==> src/rtl/sfc_timing_pkg.sv <==
package sfc_timing_pkg;

  typedef enum logic [1:0] {
    XS_IDLE   = 2'd0,
    XS_ACTIVE = 2'd1,
    XS_GAP    = 2'd2
  } xfer_state_e;

endpackage

==> src/rtl/sfc_cfg_regs.sv <==
module sfc_cfg_regs #(
  parameter int PRESC_W = 8,
  parameter int CSHT_W  = 3,
  parameter int SEL_W   = 1
) (
  input  logic               clk,
  input  logic               rst,
  input  logic               wr_i,
  input  logic               busy_i,
  input  logic               start_i,
  input  logic [PRESC_W-1:0] presc_i,
  input  logic [CSHT_W-1:0]  csht_i,
  input  logic               idle_high_i,
  input  logic [SEL_W-1:0]   sel_i,
  input  logic               sshift_i,
  output logic [PRESC_W-1:0] presc_o,
  output logic [CSHT_W-1:0]  csht_o,
  output logic               idle_high_o,
  output logic [SEL_W-1:0]   sel_o,
  output logic               sshift_o
);

  logic accept;
  assign accept = wr_i && !busy_i && !start_i;

  always_ff @(posedge clk) begin
    if (rst) begin
      presc_o     <= '0;
      csht_o      <= '0;
      idle_high_o <= 1'b0;
      sel_o       <= '0;
      sshift_o    <= 1'b0;
    end else if (accept) begin
      presc_o     <= presc_i;
      csht_o      <= csht_i;
      idle_high_o <= idle_high_i;
      sel_o       <= sel_i;
      sshift_o    <= sshift_i;
    end
  end

  // settings are frozen while a transfer or gap is in progress
  a_r11_frozen_when_busy: assert property (@(posedge clk) disable iff (rst)
    busy_i |=> $stable({presc_o, csht_o, idle_high_o, sel_o, sshift_o}));

endmodule

==> src/rtl/sfc_sclk_gen.sv <==
module sfc_sclk_gen #(
  parameter int PRESC_W = 8
) (
  input  logic               clk,
  input  logic               rst,
  input  logic               run_i,
  input  logic [PRESC_W-1:0] presc_i,
  input  logic               idle_high_i,
  output logic               sclk_o,
  output logic               rise_o,
  output logic               fall_o,
  output logic               period_last_o,
  output logic [PRESC_W:0]   ratio_o,
  output logic [PRESC_W:0]   half_o
);

  localparam int RW = PRESC_W + 1;

  logic [RW-1:0] ratio, half, rest, len_a, len_b, cur_len, cnt_q;
  logic          ph_q, sclk_q, rise_q, fall_q, phase_end;

  // prescaler 0 cannot be met with registered edges: run at two kernel clocks
  assign ratio   = (presc_i == '0) ? RW'(2) : ({1'b0, presc_i} + RW'(1));
  assign half    = ratio >> 1;
  assign rest    = ratio - half;
  // phase A sits at the rest level, phase B at the opposite level
  assign len_a   = idle_high_i ? half : rest;
  assign len_b   = idle_high_i ? rest : half;
  assign cur_len = ph_q ? len_b : len_a;

  assign phase_end     = run_i && (cnt_q == (cur_len - RW'(1)));
  assign period_last_o = phase_end && ph_q;

  always_ff @(posedge clk) begin
    if (rst) begin
      cnt_q  <= '0;
      ph_q   <= 1'b0;
      sclk_q <= 1'b0;
      rise_q <= 1'b0;
      fall_q <= 1'b0;
    end else begin
      rise_q <= 1'b0;
      fall_q <= 1'b0;
      if (!run_i) begin
        cnt_q  <= '0;
        ph_q   <= 1'b0;
        sclk_q <= idle_high_i;
      end else if (phase_end) begin
        cnt_q  <= '0;
        ph_q   <= ~ph_q;
        sclk_q <= ~sclk_q;
        rise_q <= ~sclk_q;
        fall_q <= sclk_q;
      end else begin
        cnt_q <= cnt_q + RW'(1);
      end
    end
  end

  assign sclk_o  = sclk_q;
  assign rise_o  = rise_q;
  assign fall_o  = fall_q;
  assign ratio_o = ratio;
  assign half_o  = half;

  // outside a transfer the clock settles at the configured rest level
  a_r4_rest_level: assert property (@(posedge clk) disable iff (rst)
    !run_i |=> (sclk_q == $past(idle_high_i)));

  // edge strobes line up with the actual SCLK transitions
  a_r9_rise_on_edge: assert property (@(posedge clk) disable iff (rst)
    rise_q |-> (sclk_q && !$past(sclk_q)));
  a_r9_fall_on_edge: assert property (@(posedge clk) disable iff (rst)
    fall_q |-> (!sclk_q && $past(sclk_q)));
  a_r9_rise_one_wide: assert property (@(posedge clk) disable iff (rst)
    rise_q |=> !rise_q);
  a_r9_fall_one_wide: assert property (@(posedge clk) disable iff (rst)
    fall_q |=> !fall_q);

endmodule

==> src/rtl/sfc_xfer_fsm.sv <==
module sfc_xfer_fsm
  import sfc_timing_pkg::*;
#(
  parameter int CSHT_W   = 3,
  parameter int RW       = 9,
  parameter int CS_COUNT = 2,
  parameter int SEL_W    = 1
) (
  input  logic                clk,
  input  logic                rst,
  input  logic                start_i,
  input  logic                stop_i,
  input  logic                period_last_i,
  input  logic [CSHT_W-1:0]   csht_i,
  input  logic [RW-1:0]       ratio_i,
  input  logic [SEL_W-1:0]    sel_i,
  output xfer_state_e         state_o,
  output logic [CS_COUNT-1:0] cs_n_o,
  output logic                busy_o
);

  localparam int GW = RW + CSHT_W;

  xfer_state_e         state_q;
  logic                stop_pend_q;
  logic [GW-1:0]       gap_cnt_q, gap_len;
  logic [CS_COUNT-1:0] cs_n_q, sel_mask;

  assign gap_len = (GW'(csht_i) + GW'(1)) * GW'(ratio_i);

  for (genvar gi = 0; gi < CS_COUNT; gi++) begin : g_sel
    assign sel_mask[gi] = (sel_i == SEL_W'(gi));
  end

  always_ff @(posedge clk) begin
    if (rst) begin
      state_q     <= XS_IDLE;
      stop_pend_q <= 1'b0;
      gap_cnt_q   <= '0;
      cs_n_q      <= '1;
    end else begin
      unique case (state_q)
        XS_IDLE: begin
          if (start_i) begin
            state_q     <= XS_ACTIVE;
            stop_pend_q <= 1'b0;
            cs_n_q      <= ~sel_mask;
          end
        end
        XS_ACTIVE: begin
          if (stop_i) stop_pend_q <= 1'b1;
          if (period_last_i && (stop_pend_q || stop_i)) begin
            state_q     <= XS_GAP;
            stop_pend_q <= 1'b0;
            gap_cnt_q   <= '0;
            cs_n_q      <= '1;
          end
        end
        XS_GAP: begin
          if (gap_cnt_q == (gap_len - GW'(1))) state_q <= XS_IDLE;
          else gap_cnt_q <= gap_cnt_q + GW'(1);
        end
        default: state_q <= XS_IDLE;
      endcase
    end
  end

  assign state_o = state_q;
  assign cs_n_o  = cs_n_q;
  assign busy_o  = (state_q != XS_IDLE);

  // checker state for the minimum chip-select high time
  logic [GW:0]   hi_cnt_q;
  logic [GW-1:0] need_q;
  logic          seen_q;

  always_ff @(posedge clk) begin
    if (rst) begin
      hi_cnt_q <= '0;
      need_q   <= '0;
      seen_q   <= 1'b0;
    end else begin
      if (!(&cs_n_q)) hi_cnt_q <= '0;
      else if (hi_cnt_q != '1) hi_cnt_q <= hi_cnt_q + (GW+1)'(1);
      if (busy_o && !(&cs_n_q)) need_q <= gap_len;
      seen_q <= seen_q || !(&cs_n_q);
    end
  end

  // never more than one chip select active
  a_r5_single_select: assert property (@(posedge clk) disable iff (rst)
    $onehot0(~cs_n_q));

  // an active chip select always comes with busy
  a_r6_select_implies_busy: assert property (@(posedge clk) disable iff (rst)
    !(&cs_n_q) |-> busy_o);

  // chip select was high for at least the programmed gap before reselecting
  a_r8_min_high_time: assert property (@(posedge clk) disable iff (rst)
    (seen_q && $fell(&cs_n_q)) |-> (hi_cnt_q >= {1'b0, need_q}));

endmodule

==> src/rtl/sfc_sample_align.sv <==
module sfc_sample_align #(
  parameter int RW = 9
) (
  input  logic          clk,
  input  logic          rst,
  input  logic          rise_i,
  input  logic          fall_i,
  input  logic [RW-1:0] half_i,
  input  logic          shift_i,
  output logic          drive_o,
  output logic          sample_o
);

  logic [RW-1:0] dly_q;
  logic          smp_q;

  always_ff @(posedge clk) begin
    if (rst) begin
      dly_q <= '0;
      smp_q <= 1'b0;
    end else begin
      smp_q <= (rise_i && (half_i == RW'(1))) || (dly_q == RW'(1));
      if (rise_i && (half_i > RW'(1))) dly_q <= half_i - RW'(1);
      else if (dly_q != '0)              dly_q <= dly_q - RW'(1);
    end
  end

  assign drive_o  = fall_i;
  assign sample_o = shift_i ? smp_q : rise_i;

  // a delayed capture finishes before the next rising edge arrives
  a_r10_no_overlap: assert property (@(posedge clk) disable iff (rst)
    (dly_q != '0) |-> !rise_i);
  a_r10_one_wide: assert property (@(posedge clk) disable iff (rst)
    smp_q |=> !smp_q);

endmodule

==> src/rtl/sfc_clk_cs_timing.sv <==
module sfc_clk_cs_timing
  import sfc_timing_pkg::*;
#(
  parameter int PRESC_W  = 8,
  parameter int CSHT_W   = 3,
  parameter int CS_COUNT = 2
) (
  input  logic                                    clk,
  input  logic                                    rst,
  input  logic                                    cfg_wr_i,
  input  logic [PRESC_W-1:0]                      cfg_presc_i,
  input  logic [CSHT_W-1:0]                       cfg_csht_i,
  input  logic                                    cfg_idle_high_i,
  input  logic [((CS_COUNT > 1) ? $clog2(CS_COUNT) : 1)-1:0] cfg_sel_i,
  input  logic                                    cfg_sshift_i,
  input  logic                                    xfer_start_i,
  input  logic                                    xfer_stop_i,
  output logic                                    sclk_o,
  output logic [CS_COUNT-1:0]                     cs_n_o,
  output logic                                    drive_stb_o,
  output logic                                    sample_stb_o,
  output logic                                    busy_o
);

  localparam int SEL_W = (CS_COUNT > 1) ? $clog2(CS_COUNT) : 1;
  localparam int RW    = PRESC_W + 1;

  logic [PRESC_W-1:0] presc_q;
  logic [CSHT_W-1:0]  csht_q;
  logic               idle_high_q, sshift_q, busy;
  logic [SEL_W-1:0]   sel_q;
  logic [RW-1:0]      ratio, half;
  logic               rise, fall, period_last;
  xfer_state_e        state;

  sfc_cfg_regs #(
    .PRESC_W(PRESC_W), .CSHT_W(CSHT_W), .SEL_W(SEL_W)
  ) u_cfg (
    .clk(clk), .rst(rst), .wr_i(cfg_wr_i), .busy_i(busy), .start_i(xfer_start_i),
    .presc_i(cfg_presc_i), .csht_i(cfg_csht_i), .idle_high_i(cfg_idle_high_i),
    .sel_i(cfg_sel_i), .sshift_i(cfg_sshift_i),
    .presc_o(presc_q), .csht_o(csht_q), .idle_high_o(idle_high_q),
    .sel_o(sel_q), .sshift_o(sshift_q)
  );

  sfc_sclk_gen #(.PRESC_W(PRESC_W)) u_sclk (
    .clk(clk), .rst(rst), .run_i(state == XS_ACTIVE), .presc_i(presc_q),
    .idle_high_i(idle_high_q), .sclk_o(sclk_o), .rise_o(rise), .fall_o(fall),
    .period_last_o(period_last), .ratio_o(ratio), .half_o(half)
  );

  sfc_xfer_fsm #(
    .CSHT_W(CSHT_W), .RW(RW), .CS_COUNT(CS_COUNT), .SEL_W(SEL_W)
  ) u_fsm (
    .clk(clk), .rst(rst), .start_i(xfer_start_i), .stop_i(xfer_stop_i),
    .period_last_i(period_last), .csht_i(csht_q), .ratio_i(ratio), .sel_i(sel_q),
    .state_o(state), .cs_n_o(cs_n_o), .busy_o(busy)
  );

  sfc_sample_align #(.RW(RW)) u_align (
    .clk(clk), .rst(rst), .rise_i(rise), .fall_i(fall), .half_i(half),
    .shift_i(sshift_q), .drive_o(drive_stb_o), .sample_o(sample_stb_o)
  );

  assign busy_o = busy;

endmodule

==> config.mk <==
export PLATFORM = sky130hd
export DESIGN_NAME = sfc_clk_cs_timing
export DESIGN_NICKNAME = d
export VERILOG_FILES = /design/src/rtl/sfc_timing_pkg.sv /design/src/rtl/sfc_cfg_regs.sv /design/src/rtl/sfc_sclk_gen.sv /design/src/rtl/sfc_xfer_fsm.sv /design/src/rtl/sfc_sample_align.sv /design/src/rtl/sfc_clk_cs_timing.sv
export SDC_FILE = /design/constraint.sdc
export NUM_CORES = 1
export LEC_CHECK = 0
export CORE_UTILIZATION = 55
export CTS_CLUSTER_SIZE = 24
export DETAILED_ROUTE_END_ITERATION = 8
export PLACE_DENSITY_LB_ADDON = 0.15
export SLEW_MARGIN = 20
export SYNTH_ARGS = -nofsm -noshare
export SYNTH_HDL_FRONTEND = slang
export SYNTH_SLANG_ARGS = --single-unit
==> constraint.sdc <==
create_clock -name clk -period 9 [get_ports clk]
set_clock_uncertainty 0.15 [all_clocks]
set_input_delay 0.9 -clock clk [delete_from_list [all_inputs] [get_ports clk]]
set_output_delay 0.9 -clock clk [all_outputs]
set_load 0.01 [all_outputs]
==> impl_metrics.yaml <==
setup_path:
  timing.critical_path.buf_inv: 2
  worst_r2r_startpoint: "u_cfg.presc_o[0]"
  crit_path_end: "u_fsm.gap_cnt_q[7]"
  critPathSlowestCell: "a21oi_2"
  slowest_delay_ps: 570
  regToRegSetupSlack_ps: 2540
  worstPathArrival_ps: 6570
  cpMostUsedCell: "ha_1"
  critPathMaxFanout: 19
  reg2reg_to: "u_fsm.gap_cnt_q[7]"
  critPathLaunch: "u_cfg.presc_o[0]"
  worst-setup-path-type: "register to register"
  cp-end-kind: "register"
  crit_family: "compound AO/OA/AOI/OAI gates"
  crit_required_ps: 9110
  crit_chain: "inv_1 > ha_1 > or4b_4 > nor4_4 > nor2b_1 > nand2_1 > ha_1 > fa_1 > inv_1 > fa_1 > ha_1 > and2_1 > o21ai_0 > o31ai_1 > a2111oi_0 > nand3_1 > a2111oi_0 > o2111a_1 > a41oi_1 > a21oi_2 > o21ai_0 > a21oi_1"
  startpoint_type: "register"
  cp_num_cells: 22
  r2r_cells: 22
floorplan:
  boundaryPins: 25
  die-area_um2: 9050
  rows: 33
  die_h_um: 95.1
  fp.dieW_um: 95.1
  start_util_pct: 57.5
  coreArea_um2: 8300
power:
  vdd_ir_drop_max_mv: 0.0892
  p_sw_share_pct: 39.0
  p_int_mw: 0.543
  combPwrFrac_pct: 48.3
  power_frac_clock_pct: 20.2
  powerDensity_nw_per_um2: 171
  p_total_mw: 0.890
  power_switching_mw: 0.347
  leakagePower_nw: 2.11
  pwr-share-seq_pct: 31.4
clocking:
  post_cts_buffers: 0
  cts-root-buf: "clkbuf_8"
  clkLatencyLatePin_ps: 330
  cts_hold_buf: 0
  cts_tree: "yes"
  cts_made_buffers: 5
  clk_pin_slew_ps: 120
  ctsResizeCount: 0
  cts-htree-levels: 2
  cts_sinks: 54
  clockBufferDepth: 2
yosys:
  ys.flop_type: "dfxtp_1"
  ys_async_sr_fraction_pct: 0
  synthCells: 585
  ys_warn_count: 0
  yosysTopAreaCell: "dfxtp_1"
  syn_avg_cell_area_um2: 8.16
  ys_ff_latch: 54
  ys_seq_area_share_pct: 22.7
  syn_area_um2: 4770
  post-synth-top-area-fraction_pct: 22.7
  ys_top_cells_by_area: "dfxtp_1, ha_1, xnor2_1"
  synth_edf_count: 0
  ys_types: 68
  syn_nets: 666
cells_and_area:
  syn_to_final_growth_pct: 9.13
  drive_gt1_share_pct: 4.97
  final_cell_area_um2: 5210
  n_antenna_cell: 0
  regArea_um2: 1080
  fill_cells: 740
  multiInputGateArea_um2: 3420
  layout.nets: 684
  finalNonFillerCells: 709
  final_util_pct: 62.7
detailed_routing:
  wirelength_um: 10300
  drc: 0
  num_vias: 4035
  highest_layer: "met4"
  first_iter_violations: 233
  wl_met1_um: 5040
  viasPerCell: 5.69
  detail-route-antenna-nets: 0
  routedWlPerCell_um: 14.5
  drt_first_pass_iters: 4
  wl_met2_um: 4710
  wl_met3_um: 358
placed_design:
  portBuffers: 24
  place_area_um2: 5090
  dp_hpwl_um: 8000
  gp_congestion: 0.869
  dpl_worst_slack_ps: 2550
  dp_cells: 701
sta:
  setup_tns_ps: 0
  rsz0062_at_grt: "no"
  tightest_slew_ps: 1110
  hold_viol_final: 0
  setup_viol: 0
  holdWs_ps: 300
  drv_slew: 0
  fin_crit_ps: 6460
  fmax_mhz: 155
  min_period_over_period_pct: 71.7
  fin_ws_ps: 2540
  slew_headroom_pct: 25.3
hold_path:
  min_path_type: "register to register"
job:
  maxCapViolCount: 0
global_routing:
  antenna_found_initial: 0
  overflow: 0
  grt_max_degree: 34
  grt_pass1_vias: 3774
  grt_pass1_wl_um: 17600
  grtUsageTotal_pct: 24.6
run_status:
  status: "finished, final reports clean"
-- power by group through the flow --
stage	Sequential [mW]	Combinational, mW	Clock [mW]
finish	0.280	0.430	0.180
global route	0.283	0.480	0.193
CTS	0.280	0.430	0.183
detailed placement	0.285	0.425	0
global placement	0.284	0.417	0
floorplan	0.280	0.350	0
-- layout make-up --
type                    instances  share of cell area, %
clock inverters                 3                  0.913
flip-flops and latches         54                   20.8
inverters                      51                   3.82
multi-input cells             464                   65.6
clock buffers                   5                   1.32
well taps                     105                   2.52
repair buffers                 27                   5.05
-- worst min-delay path by stage --
stage	startpoint	endpoint	slack (ps)	cells past startpoint
after floorplan	u_cfg.sshift_o	u_cfg.sshift_o	290	2
after global placement	u_sclk.sclk_o	u_sclk.rise_o	290	1
after detailed placement	u_sclk.sclk_o	u_sclk.rise_o	280	1
after CTS	u_sclk.sclk_o	u_sclk.rise_o	300	1
after global routing	u_sclk.sclk_o	u_sclk.rise_o	320	1
final	u_sclk.sclk_o	u_sclk.rise_o	300	1
-- per-layer routing --
metal  GRT usage, %  vias up
met4           6.94        0
met1           33.6     1898
met5              0        -
met2           40.5       97
met3           3.11       10
li1               -     2030
-- placed cells by master (no fill, tap or decap), types with 15 or more instances in the layout --
cell              n
nand3_1          15
clkdlybuf4s50_1  24
fa_1             15
inv_1            46
nand2_1          73
a21oi_1          42
xnor2_1          42
ha_1             47
xor2_1           26
dfxtp_1          54
nor2_1           56
-- synth_stat cells (9+ instances only) --
cell type,n
nor3_1,9
nand3_1,15
a21oi_1,42
nor2b_1,13
xor2_1,26
inv_1,46
dfxtp_1,54
xnor2_1,42
nand2_1,73
ha_1,47
fa_1,15
o21ai_0,14
nand4_1,9
nor2_1,56
clkbuf_1,13
-- kinds of logic after synthesis --
kind of cell	after synthesis	synth area share (%)
AO/OA/AOI/OAI	105	14.8
XOR/XNOR	70	13.5
adder cells (fa/ha/maj)	62	18.6
buffers and inverters	67	5.74
flip-flops	54	22.7
multiplexers	9	2.23
AND/OR/NAND/NOR	218	22.5
-- sequential cells by signal (all words and copies together), names as in the netlist, 2 cells and up --
name             count
u_align.dly_q        9
u_fsm.state_o        2
u_cfg.csht_o         3
u_sclk.cnt_q         9
u_fsm.gap_cnt_q     12
u_fsm.cs_n_o         2
u_cfg.presc_o        8
No activity file was read; power rests on OpenSTA's default activity.
